==> config.mk <==
export PLATFORM = sky130hd
export DESIGN_NAME = tmr_irq_unit
export DESIGN_NICKNAME = d
export VERILOG_FILES = /design/src/rtl/tmr_irq_pkg.sv /design/src/rtl/tmr_irq_bus_dec.sv /design/src/rtl/tmr_irq_status.sv /design/src/rtl/tmr_irq_fsm.sv /design/src/rtl/tmr_irq_cksel.sv /design/src/rtl/tmr_irq_unit.sv
export SDC_FILE = /design/constraint.sdc
export NUM_CORES = 1
export LEC_CHECK = 0
export BUFFER_PORTS_ARGS = -buffer_cell sky130_fd_sc_hd__buf_2
export CAP_MARGIN = 20
export CELL_PAD_IN_SITES_DETAIL_PLACEMENT = 2
export CELL_PAD_IN_SITES_GLOBAL_PLACEMENT = 2
export CORE_MARGIN = 2
export CORE_UTILIZATION = 39
export DETAILED_ROUTE_END_ITERATION = 10
export GPL_TIMING_DRIVEN = 1
export PLACE_DENSITY = 0.86
export SLEW_MARGIN = 10
export SYNTH_ARGS = -nofsm -noshare
export SYNTH_HDL_FRONTEND = slang
export SYNTH_SLANG_ARGS = --single-unit
export TNS_END_PERCENT = 10
==> constraint.sdc <==
create_clock -name clk -period 3.7 [get_ports clk]
set_clock_uncertainty 0.05 [all_clocks]
set_input_delay 0.37 -clock clk [delete_from_list [all_inputs] [get_ports clk]]
set_output_delay 0.37 -clock clk [all_outputs]
set_load 0.03 [all_outputs]
==> src/rtl/tmr_irq_pkg.sv <==
package tmr_irq_pkg;

    // Register byte offsets (fixed by software that drives the unit)
    localparam int OFS_WDOG   = 'h40;
    localparam int OFS_MASK   = 'h48;
    localparam int OFS_ACK    = 'h4C;
    localparam int OFS_RAW    = 'h50;
    localparam int OFS_MASKED = 'h54;

    // Clock-source field codes
    localparam int CKCODE_EXT  = 0;
    localparam int CKCODE_DIS  = 1;
    localparam int CKCODE_REFA = 4;
    localparam int CKCODE_REFB = 5;

    typedef enum logic [1:0] {
        CKSRC_OFF  = 2'd0,
        CKSRC_REFA = 2'd1,
        CKSRC_REFB = 2'd2,
        CKSRC_RSVD = 2'd3
    } cksrc_e;

    typedef enum logic {
        IRQ_QUIET  = 1'b0,
        IRQ_RAISED = 1'b1
    } irq_state_e;

endpackage

==> src/rtl/tmr_irq_bus_dec.sv <==
module tmr_irq_bus_dec
    import tmr_irq_pkg::*;
#(
    parameter int NUM_TIMERS  = 2,
    parameter int ADDR_W      = 8,
    parameter int CTRL_BASE   = 'h08,
    parameter int CTRL_STRIDE = 'h10
) (
    input  logic                  wr_i,
    input  logic [ADDR_W-1:0]     addr_i,
    output logic                  wr_mask_o,
    output logic                  wr_ack_o,
    output logic [NUM_TIMERS-1:0] wr_ctrl_o
);

    localparam logic [ADDR_W-1:0] A_MASK = ADDR_W'(OFS_MASK);
    localparam logic [ADDR_W-1:0] A_ACK  = ADDR_W'(OFS_ACK);

    always_comb begin
        wr_mask_o = wr_i && (addr_i == A_MASK);
        wr_ack_o  = wr_i && (addr_i == A_ACK);
    end

    for (genvar gi = 0; gi < NUM_TIMERS; gi++) begin : g_ctrl_dec
        localparam logic [ADDR_W-1:0] A_CTRL = ADDR_W'(CTRL_BASE + gi * CTRL_STRIDE);
        assign wr_ctrl_o[gi] = wr_i && (addr_i == A_CTRL);
    end

endmodule

==> src/rtl/tmr_irq_status.sv <==
module tmr_irq_status #(
    parameter int NUM_TIMERS = 2
) (
    input  logic                  clk,
    input  logic                  rst_n,
    input  logic [NUM_TIMERS-1:0] expire_i,
    input  logic                  wr_mask_i,
    input  logic                  wr_ack_i,
    input  logic [NUM_TIMERS-1:0] wbits_i,
    output logic [NUM_TIMERS-1:0] status_q_o,
    output logic [NUM_TIMERS-1:0] mask_q_o,
    output logic                  pend_next_o
);

    logic [NUM_TIMERS-1:0] status_q, status_d;
    logic [NUM_TIMERS-1:0] mask_q, mask_d;
    logic [NUM_TIMERS-1:0] clr_bits;

    always_comb begin
        clr_bits = wr_ack_i ? wbits_i : '0;
        // a new expiry wins over a clear of the same bit
        status_d = (status_q & ~clr_bits) | expire_i;
        mask_d   = wr_mask_i ? wbits_i : mask_q;
        pend_next_o = |(status_d & mask_d);
    end

    always_ff @(posedge clk or negedge rst_n) begin
        if (!rst_n) begin
            status_q <= '0;
            mask_q   <= '0;
        end else begin
            status_q <= status_d;
            mask_q   <= mask_d;
        end
    end

    assign status_q_o = status_q;
    assign mask_q_o   = mask_q;

endmodule

==> src/rtl/tmr_irq_fsm.sv <==
module tmr_irq_fsm
    import tmr_irq_pkg::*;
(
    input  logic clk,
    input  logic rst_n,
    input  logic pend_next_i,
    output logic irq_o
);

    irq_state_e state_q, state_d;

    // next state: T_RAISE and T_DROP
    always_comb begin
        state_d = state_q;
        unique case (state_q)
            IRQ_QUIET:  if (pend_next_i)  state_d = IRQ_RAISED; // T_RAISE
            IRQ_RAISED: if (!pend_next_i) state_d = IRQ_QUIET;  // T_DROP
            default:                      state_d = IRQ_QUIET;
        endcase
    end

    always_ff @(posedge clk or negedge rst_n) begin
        if (!rst_n) state_q <= IRQ_QUIET;
        else        state_q <= state_d;
    end

    // outputs
    always_comb begin
        unique case (state_q)
            IRQ_RAISED: irq_o = 1'b1;
            default:    irq_o = 1'b0;
        endcase
    end

endmodule

==> src/rtl/tmr_irq_cksel.sv <==
module tmr_irq_cksel
    import tmr_irq_pkg::*;
#(
    parameter int CKSEL_W = 3
) (
    input  logic [CKSEL_W-1:0] code_i,
    output cksrc_e             src_o
);

    always_comb begin
        unique case (code_i)
            CKSEL_W'(CKCODE_EXT),
            CKSEL_W'(CKCODE_DIS):  src_o = CKSRC_OFF;
            CKSEL_W'(CKCODE_REFA): src_o = CKSRC_REFA;
            CKSEL_W'(CKCODE_REFB): src_o = CKSRC_REFB;
            default:               src_o = CKSRC_RSVD;
        endcase
    end

endmodule

==> src/rtl/tmr_irq_unit.sv <==
module tmr_irq_unit
    import tmr_irq_pkg::*;
#(
    parameter int NUM_TIMERS  = 2,
    parameter int DATA_W      = 32,
    parameter int ADDR_W      = 8,
    parameter int CTRL_BASE   = 'h08,
    parameter int CTRL_STRIDE = 'h10,
    parameter int CKSEL_LSB   = 0,
    parameter int CKSEL_W     = 3
) (
    input  logic                    clk,
    input  logic                    rst_n,
    input  logic [NUM_TIMERS-1:0]   expire_i,
    input  logic                    bus_wr_i,
    input  logic [ADDR_W-1:0]       bus_addr_i,
    input  logic [DATA_W-1:0]       bus_wdata_i,
    output logic [DATA_W-1:0]       bus_rdata_o,
    output logic                    irq_o,
    output logic [2*NUM_TIMERS-1:0] clk_src_o
);

    localparam int PAD_W = DATA_W - NUM_TIMERS;

    logic                  wr_mask, wr_ack;
    logic [NUM_TIMERS-1:0] wr_ctrl;
    logic [NUM_TIMERS-1:0] status_q, mask_q;
    logic                  pend_next;
    logic [DATA_W-1:0]     ctrl_q [NUM_TIMERS];

    tmr_irq_bus_dec #(
        .NUM_TIMERS (NUM_TIMERS),
        .ADDR_W     (ADDR_W),
        .CTRL_BASE  (CTRL_BASE),
        .CTRL_STRIDE(CTRL_STRIDE)
    ) u_dec (
        .wr_i      (bus_wr_i),
        .addr_i    (bus_addr_i),
        .wr_mask_o (wr_mask),
        .wr_ack_o  (wr_ack),
        .wr_ctrl_o (wr_ctrl)
    );

    tmr_irq_status #(.NUM_TIMERS(NUM_TIMERS)) u_stat (
        .clk        (clk),
        .rst_n      (rst_n),
        .expire_i   (expire_i),
        .wr_mask_i  (wr_mask),
        .wr_ack_i   (wr_ack),
        .wbits_i    (bus_wdata_i[NUM_TIMERS-1:0]),
        .status_q_o (status_q),
        .mask_q_o   (mask_q),
        .pend_next_o(pend_next)
    );

    tmr_irq_fsm u_fsm (
        .clk        (clk),
        .rst_n      (rst_n),
        .pend_next_i(pend_next),
        .irq_o      (irq_o)
    );

    for (genvar gi = 0; gi < NUM_TIMERS; gi++) begin : g_tmr
        cksrc_e src;

        always_ff @(posedge clk or negedge rst_n) begin
            if (!rst_n)           ctrl_q[gi] <= '0;
            else if (wr_ctrl[gi]) ctrl_q[gi] <= bus_wdata_i;
        end

        tmr_irq_cksel #(.CKSEL_W(CKSEL_W)) u_ck (
            .code_i(ctrl_q[gi][CKSEL_LSB +: CKSEL_W]),
            .src_o (src)
        );

        assign clk_src_o[2*gi +: 2] = src;
    end

    // read mux; watchdog and unmapped offsets read zero
    always_comb begin
        bus_rdata_o = '0;
        if (bus_addr_i == ADDR_W'(OFS_MASK))
            bus_rdata_o = {{PAD_W{1'b0}}, mask_q};
        else if (bus_addr_i == ADDR_W'(OFS_RAW))
            bus_rdata_o = {{PAD_W{1'b0}}, status_q};
        else if (bus_addr_i == ADDR_W'(OFS_MASKED))
            bus_rdata_o = {{PAD_W{1'b0}}, status_q & mask_q};
        for (int i = 0; i < NUM_TIMERS; i++)
            if (bus_addr_i == ADDR_W'(CTRL_BASE + i * CTRL_STRIDE))
                bus_rdata_o = ctrl_q[i];
    end

endmodule

==> results_dict.tcl, run 1 <==
set metrics [dict create \
    arrival_ps 2350 \
    via_per_inst 5.333 \
    final_cell_mix "81 x buf_2, 69 x dfrtp_1, 60 x mux2_4, 30 x a22o_1, 11 x clkbuf_8" \
    slew_viol_final 0 \
    row_count 33 \
    antennaDiodeCount 0 \
    worstSkewPairLatency_ps 340 \
    synth_seq_area_share 0.5100 \
    finalHoldViolCount 0 \
    routed_wl_mm 9.150 \
    drt_pass1_iterations 4 \
    numCtsBuffers 9 \
    status "completed" \
    hold_class "input pin to flop" \
    slew_headroom 0.4637 \
    start_util 0.4080 \
    dp_hpwl_mm 6.175 \
    yosysWarnings 0 \
    synth_nets 269 \
    finalSetupViolations 0 \
    whs_ps 198.1 \
    path_clk_slew_ps 70 \
    layout_commonest_cell "buf_2" \
    fin_nets 353 \
    final_antenna_net_count 0 \
    drv_cap 0 \
    final_cells 418 \
    num_vias 2229 \
    syn_to_final_growth_pct 20.62 \
    syn_area_mm2 0.003386 \
    io_pins 82 \
    power_density_mw_per_mm2 392.9 \
    dieArea_mm2 0.009443 \
    gr-total-overflow 0 \
    drt_iter0_drc 66 \
    cp_data_required_time_ps 3280 \
    port_buffers 81 \
    worst_pin_slew_ps 804.5 \
    finalWorstPathRequiredPeriod_ps 2772 \
    synth-seq-cells 69 \
    syn_inst 224 \
    die-width_um 97.18 \
    worstSetupStartpointType "input pin" \
    fmax_mhz 360.7 \
    antenna_found_initial 0 \
    crit_fanout 16 \
    drive_gt1_frac 0.5495 \
    clock_sinks 69 \
    grt_first_pass_wirelength_mm 14.75 \
    routedWlPerCell_um 21.89 \
    grtUsageTotal 0.2024 \
    grt_pass1_vias 2557 \
    drc 0 \
    synth.avg_cell_area_um2 15.11 \
    place_congestion 0.8105 \
    cts_buffer_depth 2 \
    critPathKind "input pin to primary output" \
    synth_cell_types 29 \
    grt_max_degree 48 \
    ir_worst_vdd_mv 0.2066 \
    dp.cells 400 \
    cp-end-kind "primary output" \
    p_leak_uw 0.002323 \
    clock-root-buffer "clkbuf_8" \
    post-route-period-util 0.7493 \
    post-cts-setup-buffer-count 0 \
    rsz0062_at_grt "false" \
    cts_htree_levels 3 \
    cts_tree "done" \
    tns_ps 0 \
    die_height_um 97.18 \
    fp.coreArea_mm2 0.008299 \
]
-- cell type report --
type                            count  area, um2
Multi-Input combinational cell    139       1543
Tap cell                          105      131.4
Sequential cell                    69       1727
Fill cell                         816       4215
Clock buffer                       11      151.4
Clock inverter                      5      58.81
Timing Repair Buffer               87      465.4
Inverter                            2      7.507
-- critical path, cell delays in order --
cell     delay (ps)
buf_2           110
nor3b_2         260
nor3b_2         220
and2_1          680
buf_4           330
a22o_1          180
buf_2           200
-- power by group --
group          internal (uW)  switching, uW
clock network            348            298
registers                790           26.6
logic                   74.8           67.5
total                   1210            392
-- cell usage after synthesis (all sizes together) --
cell type  number  share of area
dfrtp          69           0.51
mux2           66           0.29
a22o           30          0.078
buf            11          0.029
nand2           8          0.013
a21o            6          0.013
mux2i           4          0.012
clkbuf          3         0.0033
o21ai           3         0.0044
a32o            2         0.0059
and3            2         0.0037
inv             2         0.0022
nand2b          2         0.0037
nand3           2         0.0030
nand3b          2         0.0044
nor3b           2         0.0074
o211ai          2         0.0044
a22oi           1         0.0022
and2            1         0.0018
and4            1         0.0026
and4b           1         0.0030
nand4           1         0.0018
nor2            1         0.0011
nor3            1         0.0015
nor4b           1         0.0026
-- metal layers --
layer  vias to the layer above  track usage  part of all wire
li1                       1006            -                 -
met1                      1154       0.2650              0.43
met2                        57       0.3355              0.51
met3                        12      0.03741             0.040
met4                         0      0.07476             0.013
met5                         -            0                 0
-- repair_timing --
action,in CTS,in global routing
endpoints found under the hold margin,0,10
hold buffers,0,1
resized for setup,0,0
-- through the flow --
stage	instance area [um2]	total power, uW	setup slack [ps]	utilization
floorplan	3386	892.1	1603	-
global placement	3844	956.3	971.6	0.4631
detailed placement	3844	968.7	818.2	0.4631
CTS	4054	1621	909.7	0.4885
global route	4084	1674	761.4	0.4921
finish	4084	1605	927.7	0.4921
-- logic make-up after synthesis --
group,share of synthesized area
compound gates,0.1079
flops,0.5100
buf+inv,0.03436
simple gates,0.04989
mux,0.2979
-- final timing paths --
kind,startpoint,endpoint,slack (ps),cells after the start
min,expire_i[1],u_stat.status_q_o[1]$_DFF_PN0_,200,2
max in group asynchronous,rst_n,ctrl_q[7]$_DFFE_PN0P_,2360,4
max reg2reg,u_stat.mask_q_o[1]$_DFF_PN0_,u_fsm.state_q$_DFF_PN0_,2470,5
max,bus_addr_i[7],bus_rdata_o[31],930,7
min reg2reg,ctrl_q[61]$_DFFE_PN0P_,ctrl_q[61]$_DFFE_PN0P_,470,1
min in group asynchronous,rst_n,u_fsm.state_q$_DFF_PN0_,390,2
-- registers in the layout (all words and copies together), names as in the netlist --
register,flops
u_stat.mask_q_o,2
u_stat.status_q_o,2
ctrl_q,64
u_fsm.state_q,1
(Power assumes the default switching activity.)
==> inputs of run 2 (changes only) <==
--- a/config.mk
+++ b/config.mk
@@ -10,10 +10,10 @@
 export CELL_PAD_IN_SITES_DETAIL_PLACEMENT = 2
 export CELL_PAD_IN_SITES_GLOBAL_PLACEMENT = 2
 export CORE_MARGIN = 2
-export CORE_UTILIZATION = 39
+export CORE_UTILIZATION = 33
 export DETAILED_ROUTE_END_ITERATION = 10
 export GPL_TIMING_DRIVEN = 1
-export PLACE_DENSITY = 0.86
+export PLACE_DENSITY = 0.78
 export SLEW_MARGIN = 10
 export SYNTH_ARGS = -nofsm -noshare
 export SYNTH_HDL_FRONTEND = slang
==> constraint.sdc (replaced) <==
create_clock -name clk -period 2.2 [get_ports clk]
set_clock_uncertainty 0.05 [all_clocks]
set_input_delay 0.22 -clock clk [delete_from_list [all_inputs] [get_ports clk]]
set_output_delay 0.22 -clock clk [all_outputs]
set_load 0.03 [all_outputs]
==> results_dict.tcl, run 2 (synthesized netlist as in run 1, its figures left out) <==
set metrics [dict create \
    fp.coreArea_mm2 0.009864 \
    p_int_uw 2095 \
    drive_gt1_frac 0.5538 \
    drt_iter0_drc 42 \
    p_seq_frac 0.501 \
    rsz0062_at_grt "false" \
    antenna_found_initial 1 \
    cts_htree_levels 3 \
    path_buf_inv 3 \
    start_util 0.3432 \
    path_clk_slew_ps 80 \
    row_count 36 \
    largest_register "ctrl_q" \
    finalHoldViolCount 0 \
    slew_viol_final 0 \
    combinationalPowerShare 0.085 \
    clock-root-buffer "clkbuf_8" \
    grt_pass1_vias 2586 \
    tns_ps 0 \
    p_leak_uw 0.002364 \
    crit_slowest_cell "and2_1" \
    port_buffers 81 \
    placed_cell_area_mm2 0.003984 \
    final_antenna_net_count 0 \
    layout_commonest_cell "buf_2" \
    cts_resized 0 \
    post-route-period-util 0.9255 \
    antennaDiodeCount 0 \
    num_vias 2227 \
    crit_chain "buf_2 -> nor3b_2 -> nor3b_2 -> and2_1 -> buf_4 -> a22o_1 -> buf_2" \
    drv_cap 0 \
    die_height_um 105.3 \
    crit_fanout 16 \
    power_density_mw_per_mm2 648.8 \
    crit_family "simple AND/OR/NAND/NOR gates" \
    worst_pin_slew_ps 372.6 \
    design_area_mm2 0.004215 \
    syn_to_final_growth_pct 24.50 \
    grtUsageTotal 0.1617 \
    slew_headroom 0.7497 \
    routedWlPerCell_um 18.91 \
    post-cts-setup-buffer-count 0 \
    clockPowerShare 0.414 \
    arrival_ps 1770 \
    final_cell_mix "81 x buf_2, 69 x dfrtp_1, 60 x mux2_4, 30 x a22o_1, 9 x clkbuf_8" \
    finalSetupViolations 0 \
    final_cells 449 \
    grt_max_degree 70 \
    fmax_mhz 491.2 \
    critPathKind "input pin to primary output" \
    finalWorstPathRequiredPeriod_ps 2036 \
    routed_wl_mm 8.489 \
    hold_class "input pin to flop" \
    cp_data_required_time_ps 1930 \
    worstSkewPairLatency_ps 330 \
    grt_first_pass_wirelength_mm 14.01 \
    gr-total-overflow 0 \
    cts_tree "done" \
    cp-end-kind "primary output" \
    clock_sinks 69 \
    dieArea_mm2 0.01109 \
    dp.cells 432 \
    place_congestion 0.7649 \
    switching_share 0.2340 \
    die-width_um 105.3 \
    numCtsBuffers 9 \
    max_stage_delay_ps 290 \
    largest_register_ffs 64 \
    via_per_inst 4.960 \
    drt_pass1_iterations 4 \
    cts_buffer_depth 2 \
    ir_worst_vdd_mv 0.3027 \
    worstSetupStartpointType "input pin" \
    status "completed" \
    p_sw_uw 639.9 \
    fin_nets 356 \
    io_pins 82 \
    dp_hpwl_mm 5.912 \
    drc 0 \
]
run 2: per-layer routing:
layer  part of all wire  routed length (um)  up-vias  GRT usage
met5             0.0013                  11        -          0
met3              0.043                 368        6    0.04453
met1               0.42                3534     1166     0.1924
li1                   -                   -     1006          -
met4             0.0087                  74        2    0.04571
met2               0.53                4501       47     0.2848
run 2: path summary, 6_finish.rpt:
check,startpoint,endpoint,slack (ps),cells past startpoint
max,bus_addr_i[7],bus_rdata_o[22],160,7
max reg2reg,u_stat.mask_q_o[1]$_DFF_PN0_,u_fsm.state_q$_DFF_PN0_,920,5
min reg2reg,ctrl_q[30]$_DFFE_PN0P_,ctrl_q[30]$_DFFE_PN0P_,470,1
min,expire_i[1],u_stat.status_q_o[1]$_DFF_PN0_,60,2
max in group asynchronous,rst_n,ctrl_q[32]$_DFFE_PN0P_,1400,3
min in group asynchronous,rst_n,ctrl_q[50]$_DFFE_PN0P_,370,3
run 2: repair_timing:
action / CTS / global route
hold endpoints to repair: 69 / 0
hold buffers: 1 / 0
setup endpoints to repair: 0 / 0
run 2: power by group through the flow:
stage,Sequential (uW),Clock (uW),Combinational (uW)
after floorplan,1380,0,117
after global placement,1390,0,224
after detailed placement,1390,0,235
after CTS,1370,1180,238
after global routing,1380,1240,256
final,1370,1130,232
run 2: cell type report:
class | instances | area [um2]
inverters | 2 | 7.507
well taps | 133 | 166.4
repair buffers | 90 | 550.5
multi-input cells | 139 | 1543
clock buffers | 9 | 123.9
clock inverters | 7 | 97.59
flip-flops and latches | 69 | 1727
fillers | 999 | 5649
run 2: per-stage QoR:
step / total power [uW] / setup WS (ps) / util / hold slack (ps)
after floorplan: 1500 / 403.3 / - / -125.6
after global placement: 1613 / 208.8 / 0.4039 / 220.8
after detailed placement: 1628 / 144.9 / 0.4039 / 224.9
after CTS: 2786 / 149.8 / 0.4273 / 45.58
after global routing: 2874 / 17.23 / 0.4273 / 50.46
final: 2735 / 164.0 / 0.4273 / 63.09
